File: src/rtl/bcd_alu_pkg.sv
package bcd_alu_pkg;
  localparam int WORD_W  = 8;
  localparam int NIB_W   = 4;
  localparam int SUM_W   = WORD_W + 1;
  localparam int WORK_W  = WORD_W + 2;
  localparam int LOW_W   = NIB_W + 1;

  typedef struct packed {
    logic invertB;  // subtract: add the complemented operand
    logic decAdd;   // decimal-mode addition
    logic decSub;   // decimal-mode subtraction
  } aluStrobes_t;
endpackage

File: src/rtl/bcd_alu_ctrl.sv
module bcd_alu_ctrl
  import bcd_alu_pkg::*;
(
  input  logic        subtractSel,
  input  logic        decimalMode,
  output aluStrobes_t strobes
);
  always_comb begin
    strobes.invertB = subtractSel;
    strobes.decAdd  = decimalMode & ~subtractSel;
    strobes.decSub  = decimalMode & subtractSel;
  end
endmodule

File: src/rtl/bcd_alu_adjust.sv
module bcd_alu_adjust
  import bcd_alu_pkg::*;
(
  input  logic [SUM_W-1:0]  binSum,
  input  logic [LOW_W-1:0]  lowSum,
  input  aluStrobes_t       strobes,
  output logic [WORK_W-1:0] halfSum,
  output logic [WORD_W-1:0] decResult,
  output logic              decCarry
);
  localparam logic [WORK_W-1:0] HI_LIMIT  = WORK_W'(10'h0A0);
  localparam logic [WORD_W-1:0] HI_FIX    = 8'h60;
  localparam logic [WORD_W-1:0] LO_FIX_DN = 8'hFA;  // -6
  localparam logic [WORD_W-1:0] LO_FIX_UP = 8'h0A;  // +10

  logic [WORK_W-1:0] addLowAdj;
  logic [WORD_W-1:0] addRes;
  logic [WORD_W-1:0] subLowAdj;
  logic [WORD_W-1:0] subHighAdj;
  logic [WORD_W-1:0] subRes;
  logic              lowBorrow;

  // addition: fix low digit first, then high digit
  always_comb begin
    if (lowSum >= LOW_W'(10))
      addLowAdj = (lowSum < LOW_W'(26)) ? WORK_W'(6) : (~WORK_W'(10) + WORK_W'(1));
    else
      addLowAdj = '0;
    halfSum  = {1'b0, binSum} + addLowAdj;
    decCarry = (halfSum >= HI_LIMIT);
    addRes   = decCarry ? (halfSum[WORD_W-1:0] + HI_FIX) : halfSum[WORD_W-1:0];
  end

  // subtraction: low nibble sum without carry out of bit 3 means a borrow
  always_comb begin
    lowBorrow  = ~lowSum[NIB_W];
    if (lowBorrow)
      subLowAdj = (lowSum < LOW_W'(6)) ? LO_FIX_UP : LO_FIX_DN;
    else
      subLowAdj = '0;
    subHighAdj = binSum[WORD_W] ? '0 : HI_FIX;
    subRes     = binSum[WORD_W-1:0] + subLowAdj - subHighAdj;
    decResult  = strobes.decSub ? subRes : addRes;
  end

  always_comb begin
    if (strobes.decSub && lowSum[NIB_W] && binSum[WORD_W])
      p_sub_no_fix_r11: assert (decResult == binSum[WORD_W-1:0]);
    if (strobes.decAdd && (lowSum < LOW_W'(10)))
      p_half_equals_bin_r6: assert (halfSum == {1'b0, binSum});
  end
endmodule

File: src/rtl/bcd_alu_datapath.sv
module bcd_alu_datapath
  import bcd_alu_pkg::*;
(
  input  logic [WORD_W-1:0] opA,
  input  logic [WORD_W-1:0] opB,
  input  logic              carryIn,
  input  aluStrobes_t       strobes,
  output logic [WORD_W-1:0] result,
  output logic              carryOut,
  output logic              overflow,
  output logic              negative,
  output logic              zero
);
  logic [WORD_W-1:0] opBEff;
  logic [SUM_W-1:0]  binSum;
  logic [LOW_W-1:0]  lowSum;
  logic [WORK_W-1:0] halfSum;
  logic [WORD_W-1:0] decResult;
  logic              decCarry;
  logic [WORD_W-1:0] flagSrc;
  logic [WORD_W-1:0] addOvVec;
  logic [WORD_W-1:0] subOvVec;

  // one shared adder serves both add and subtract
  always_comb begin
    opBEff = strobes.invertB ? ~opB : opB;
    binSum = {1'b0, opA} + {1'b0, opBEff} + SUM_W'(carryIn);
    lowSum = {1'b0, opA[NIB_W-1:0]} + {1'b0, opBEff[NIB_W-1:0]} + LOW_W'(carryIn);
  end

  bcd_alu_adjust u_adjust (
    .binSum    (binSum),
    .lowSum    (lowSum),
    .strobes   (strobes),
    .halfSum   (halfSum),
    .decResult (decResult),
    .decCarry  (decCarry)
  );

  always_comb begin
    flagSrc  = strobes.decAdd ? halfSum[WORD_W-1:0] : binSum[WORD_W-1:0];
    addOvVec = ~(opA ^ opB) & (opA ^ flagSrc);
    subOvVec = (opA ^ opB) & (opA ^ binSum[WORD_W-1:0]);
    overflow = strobes.invertB ? subOvVec[WORD_W-1] : addOvVec[WORD_W-1];
    negative = flagSrc[WORD_W-1];
    zero     = (binSum[WORD_W-1:0] == '0);
    result   = (strobes.decAdd | strobes.decSub) ? decResult : binSum[WORD_W-1:0];
    carryOut = strobes.decAdd ? decCarry : binSum[WORD_W];
  end

  always_comb begin
    if (!strobes.invertB && !strobes.decAdd)
      p_bin_add_sum_r1: assert ({carryOut, result} == ({1'b0, opA} + {1'b0, opB} + SUM_W'(carryIn)));
    if (!strobes.decAdd && !strobes.decSub)
      p_bin_zero_r2: assert (zero == (result == '0));
    if (!strobes.invertB && !strobes.decAdd)
      p_add_overflow_r3: assert (overflow == ((opA[WORD_W-1] == opB[WORD_W-1]) && (result[WORD_W-1] != opA[WORD_W-1])));
    if (strobes.invertB)
      p_sub_carry_r4: assert (carryOut == (({1'b0, opA} + SUM_W'(carryIn)) > {1'b0, opB}));
  end
endmodule

File: src/rtl/bcd_alu.sv
module bcd_alu
  import bcd_alu_pkg::*;
(
  input  logic [7:0] opA,
  input  logic [7:0] opB,
  input  logic       carryIn,
  input  logic       decimalMode,
  input  logic       subtractSel,
  output logic [7:0] result,
  output logic       carryOut,
  output logic       overflow,
  output logic       negative,
  output logic       zero
);
  aluStrobes_t strobes;

  bcd_alu_ctrl u_ctrl (
    .subtractSel (subtractSel),
    .decimalMode (decimalMode),
    .strobes     (strobes)
  );

  bcd_alu_datapath u_dp (
    .opA      (opA),
    .opB      (opB),
    .carryIn  (carryIn),
    .strobes  (strobes),
    .result   (result),
    .carryOut (carryOut),
    .overflow (overflow),
    .negative (negative),
    .zero     (zero)
  );
endmodule

File: config.mk
export PLATFORM = sky130hd
export DESIGN_NAME = bcd_alu
export DESIGN_NICKNAME = d
export VERILOG_FILES = /design/src/rtl/bcd_alu_pkg.sv /design/src/rtl/bcd_alu_ctrl.sv /design/src/rtl/bcd_alu_adjust.sv /design/src/rtl/bcd_alu_datapath.sv /design/src/rtl/bcd_alu.sv
export SDC_FILE = /design/constraint.sdc
export NUM_CORES = 1
export LEC_CHECK = 0
export CORE_MARGIN = 2
export CORE_UTILIZATION = 50
export DETAILED_ROUTE_END_ITERATION = 6
export PLACE_DENSITY = 0.77
export SYNTH_ARGS = -nofsm -noshare
export SYNTH_HDL_FRONTEND = slang
export SYNTH_SLANG_ARGS = --single-unit
File: constraint.sdc
create_clock -name vclk -period 7.83
set_input_delay 1.1745 -clock vclk [all_inputs]
set_output_delay 1.1745 -clock vclk [all_outputs]
set_load 0.01 [all_outputs]
==> results of run 1 <==
[tightest hold or removal path: cells and delay by family]
kind | cells | cell delay [ps]
buffers and inverters | 3 | 590
AND/OR/NAND/NOR | 2 | 150
AO/OA/AOI/OAI | 1 | 90
[routing by layer]
metal | vias up | part of all wire
met2 | 40 | 0.49
met5 | - | 0
met1 | 795 | 0.46
met3 | 8 | 0.032
met4 | 0 | 0.017
li1 | 908 | -
[final cells by class]
type / count / area [um^2]
Timing Repair Buffer: 42 / 397.9
Multi-Input combinational cell: 195 / 1550
Fill cell: 296 / 997.2
Tap cell: 44 / 55.05
Inverter: 26 / 102.6
[path summary, 6_finish.rpt]
path | startpoint | endpoint | cells past startpoint
max | opB[0] | result[7] | 21
min | subtractSel | result[5] | 6
[cell families (layout without fill, tap and decap cells)]
logic type / Yosys count / in the layout
AND/OR/NAND/NOR: 72 / 72
AO/OA/AOI/OAI: 67 / 67
buffers and inverters: 31 / 68
adder cells (fa/ha/maj): 29 / 29
XOR/XNOR: 23 / 23
multiplexers: 4 / 4
[where the power goes]
group | leakage (nW) | switching [W] | internal (W)
clock | 0 | 0 | 0
combinational | 0.966 | 0.000292 | 0.000268
sequential | 0 | 0 | 0
total | 0.966 | 0.000292 | 0.000268
[layout by cell type, fill, tap and decap left out, drive strengths merged, types with 3 or more instances in the layout]
cell type      instances
clkdlybuf4s50         29
inv                   26
ha                    23
nand2                 15
a21oi                 15
nor2                  14
o21ai                 13
xor2                  12
xnor2                 11
buf                   11
nand3                  7
nor3                   7
fa                     6
nor4                   5
a211oi                 5
nor3b                  4
nand4                  3
nor2b                  3
a311oi                 3
or3                    3
o31ai                  3
mux2i                  3
o211ai                 3
o21a                   3
or2                    3
a21o                   3
[stage by stage]
step | TNS [ps] | instances
after floorplan | 0 | 226
after global placement | 0 | 306
after detailed placement | -39.13 | 306
after CTS | 0 | 306
after global routing | -28.24 | 307
final | 0 | 307
[repair_timing]
item	CTS	global route
resized for setup	2	6
buffers inserted	0	1
endpoints found under the setup margin	1	5
gates cloned	0	0
==> results.tsv, run 1 <==
stage	metric	value	unit
setup_path	CP max FO	4	
synth	xor-xnor portion of the synthesized cell area	0.1222	
drt	WL per Instance	12.79	um
timing	share of the cycle needed by the critical path after routing	0.9601	
timing	final worst slack	312.6	ps
setup_path	worst path bufs/invs	3	
drt	Initial DRT Pass Iterations	4	
finish	n_diodes	0	
floorplanning	Die H	61.41	um
setup_path	CP Launch Type	primary input	
timing	Fmax	133.0	MHz
pwr	worst vdd ir	95.10	uV
finish	design area	0.002106	mm^2
grt	GRT Util Overall	0.2237	
synth	Distinct cells, synth	61	
finish	count of clock buffers in the final design	0	
setup_path	CP Cell Sequence	clkdlybuf4s50_1, xnor2_1, fa_1, inv_1, fa_1, a211o_2, nand2_1, ha_1, o21ai_0, nand2_1, ha_1, fa_1, o211a_1, or2_2, o211ai_1, o211a_4, mux2_4, a211oi_1, a2111oi_0, a311oi_1, clkdlybuf4s50_1	
floorplanning	Die Wd	61.41	um
grt	met1 Track Usage GR	0.2980	
synth	simple-gate share of the synthesized area	0.2361	
synth	Synth top cells by count	23 x ha_1, 23 x inv_1, 15 x nand2_1, 14 x a21oi_1, 14 x nor2_1	
grt	GRT busiest layer	met2	
setup_path	crit end category	primary output	
timing	min Tclk post-route	7517	ps
grt	met3 usage	0.006303	
synth	mux cell area share after synthesis	0.02733	
grt	vias in the first global route	1599	
grt	first-pass GRT wire length	6693	um
synth	Seq/Total Area, Yosys	0	
setup_path	CP arrival	6340	ps
synth	Yosys top cell area share	0.1746	
synth	adder-cell area share of the yosys netlist	0.2475	
floorplanning	core area	0.003103	mm^2
setup_path	CP max-delay cell	clkdlybuf4s50_1	
floorplanning	Initial Utilization	0.5310	
synth	Compound-Gate Fraction of Synth Area	0.2923	
placement	Area after DPL	0.002068	mm^2
finish	num sequential	0	
grt	total congestion overflow	0	
synth	main combinational cell family by area after synthesis	compound AO/OA/AOI/OAI gates	
setup_path	Req. time, crit path	6660	ps
synth	syn_nets	274	
setup_path	slowest cell delay on critical path	580	ps
floorplanning	# IOs	31	
drt	vias	1751	
pwr	static leakage	0.9661	nW
synth	syn avg cell area	7.291	um^2
pwr	PD cells	265.8	mW/mm^2
placement	hpwl dp	3303	um
flow_run	Max-Cap Viols	0	
finish	final core utilization	0.6786	
timing	# setup viols final	0	
drt	DRC	0	
placement	I/O Buffers	31	
grt	largest net degree at the start of global routing	12	
setup_path	CP dominant cell by count	fa_1	
clocking	hold buffers post-CTS	0	
timing	hold_ws	3175	ps
grt	initial antenna violation count	0	
timing	final hold violation count	0	
drt	Antenna Nets Post-Route	0	
placement	post-place setup slack	-39.13	ps
finish	layout cell share with drive strength beyond 1	0.1103	
timing	normalized max-slew margin	0.6451	
synth	cell taking the most area after synthesis	ha_1	
floorplanning	# rows	20	
status	status	complete, no violations	
timing	Max Slew Vio Count	0	
drt	1st-iter DRT viols	76	
grt	GRT met2 Usage	0.4149	
drt	Post-Route WL	3928	um
finish	Sequential Area	0	um^2
synth	Post-Syn Area	0.001648	mm^2
hold_path	Hold Crit Class	in2out	
synth	yosys warns	0	
synth	Synth Instances	226	
finish	nets	313	
placement	Final GP Congestion	0.8635	
timing	Worst Max-Slew Pin Slew	530.4	ps
drt	vias per cell	5.704	
finish	Synth-to-Final Area Change	27.79	%
setup_path	kind of critical path	in2out	
synth	Synth area leaders	ha_1 17%, fa_1 7.3%, xor2_1 6.4%, xnor2_1 5.8%, inv_1 5.2%	
setup_path	family with the most delay on the worst path	compound AO/OA/AOI/OAI gates	
floorplanning	die area	0.003771	mm^2
pwr	Overall Power	0.0005597	W
(Power assumes the default switching activity.)
==> run 2, diff against run 1 <==
--- a/config.mk
+++ b/config.mk
@@ -5,9 +5,11 @@
 export SDC_FILE = /design/constraint.sdc
 export NUM_CORES = 1
 export LEC_CHECK = 0
+export ABC_CLOCK_PERIOD_IN_PS = 7830
 export CORE_MARGIN = 2
 export CORE_UTILIZATION = 50
 export DETAILED_ROUTE_END_ITERATION = 6
+export MAX_ROUTING_LAYER = met4
 export PLACE_DENSITY = 0.77
 export SYNTH_ARGS = -nofsm -noshare
 export SYNTH_HDL_FRONTEND = slang
==> results of run 2 <==
Final layout, timing and power as in run 1 (identical DEF).
Among the figures that moved: final weighted congestion in routability-driven placement 0.8635 -> 0.8775; overall routing resource usage 0.2237 -> 0.2306
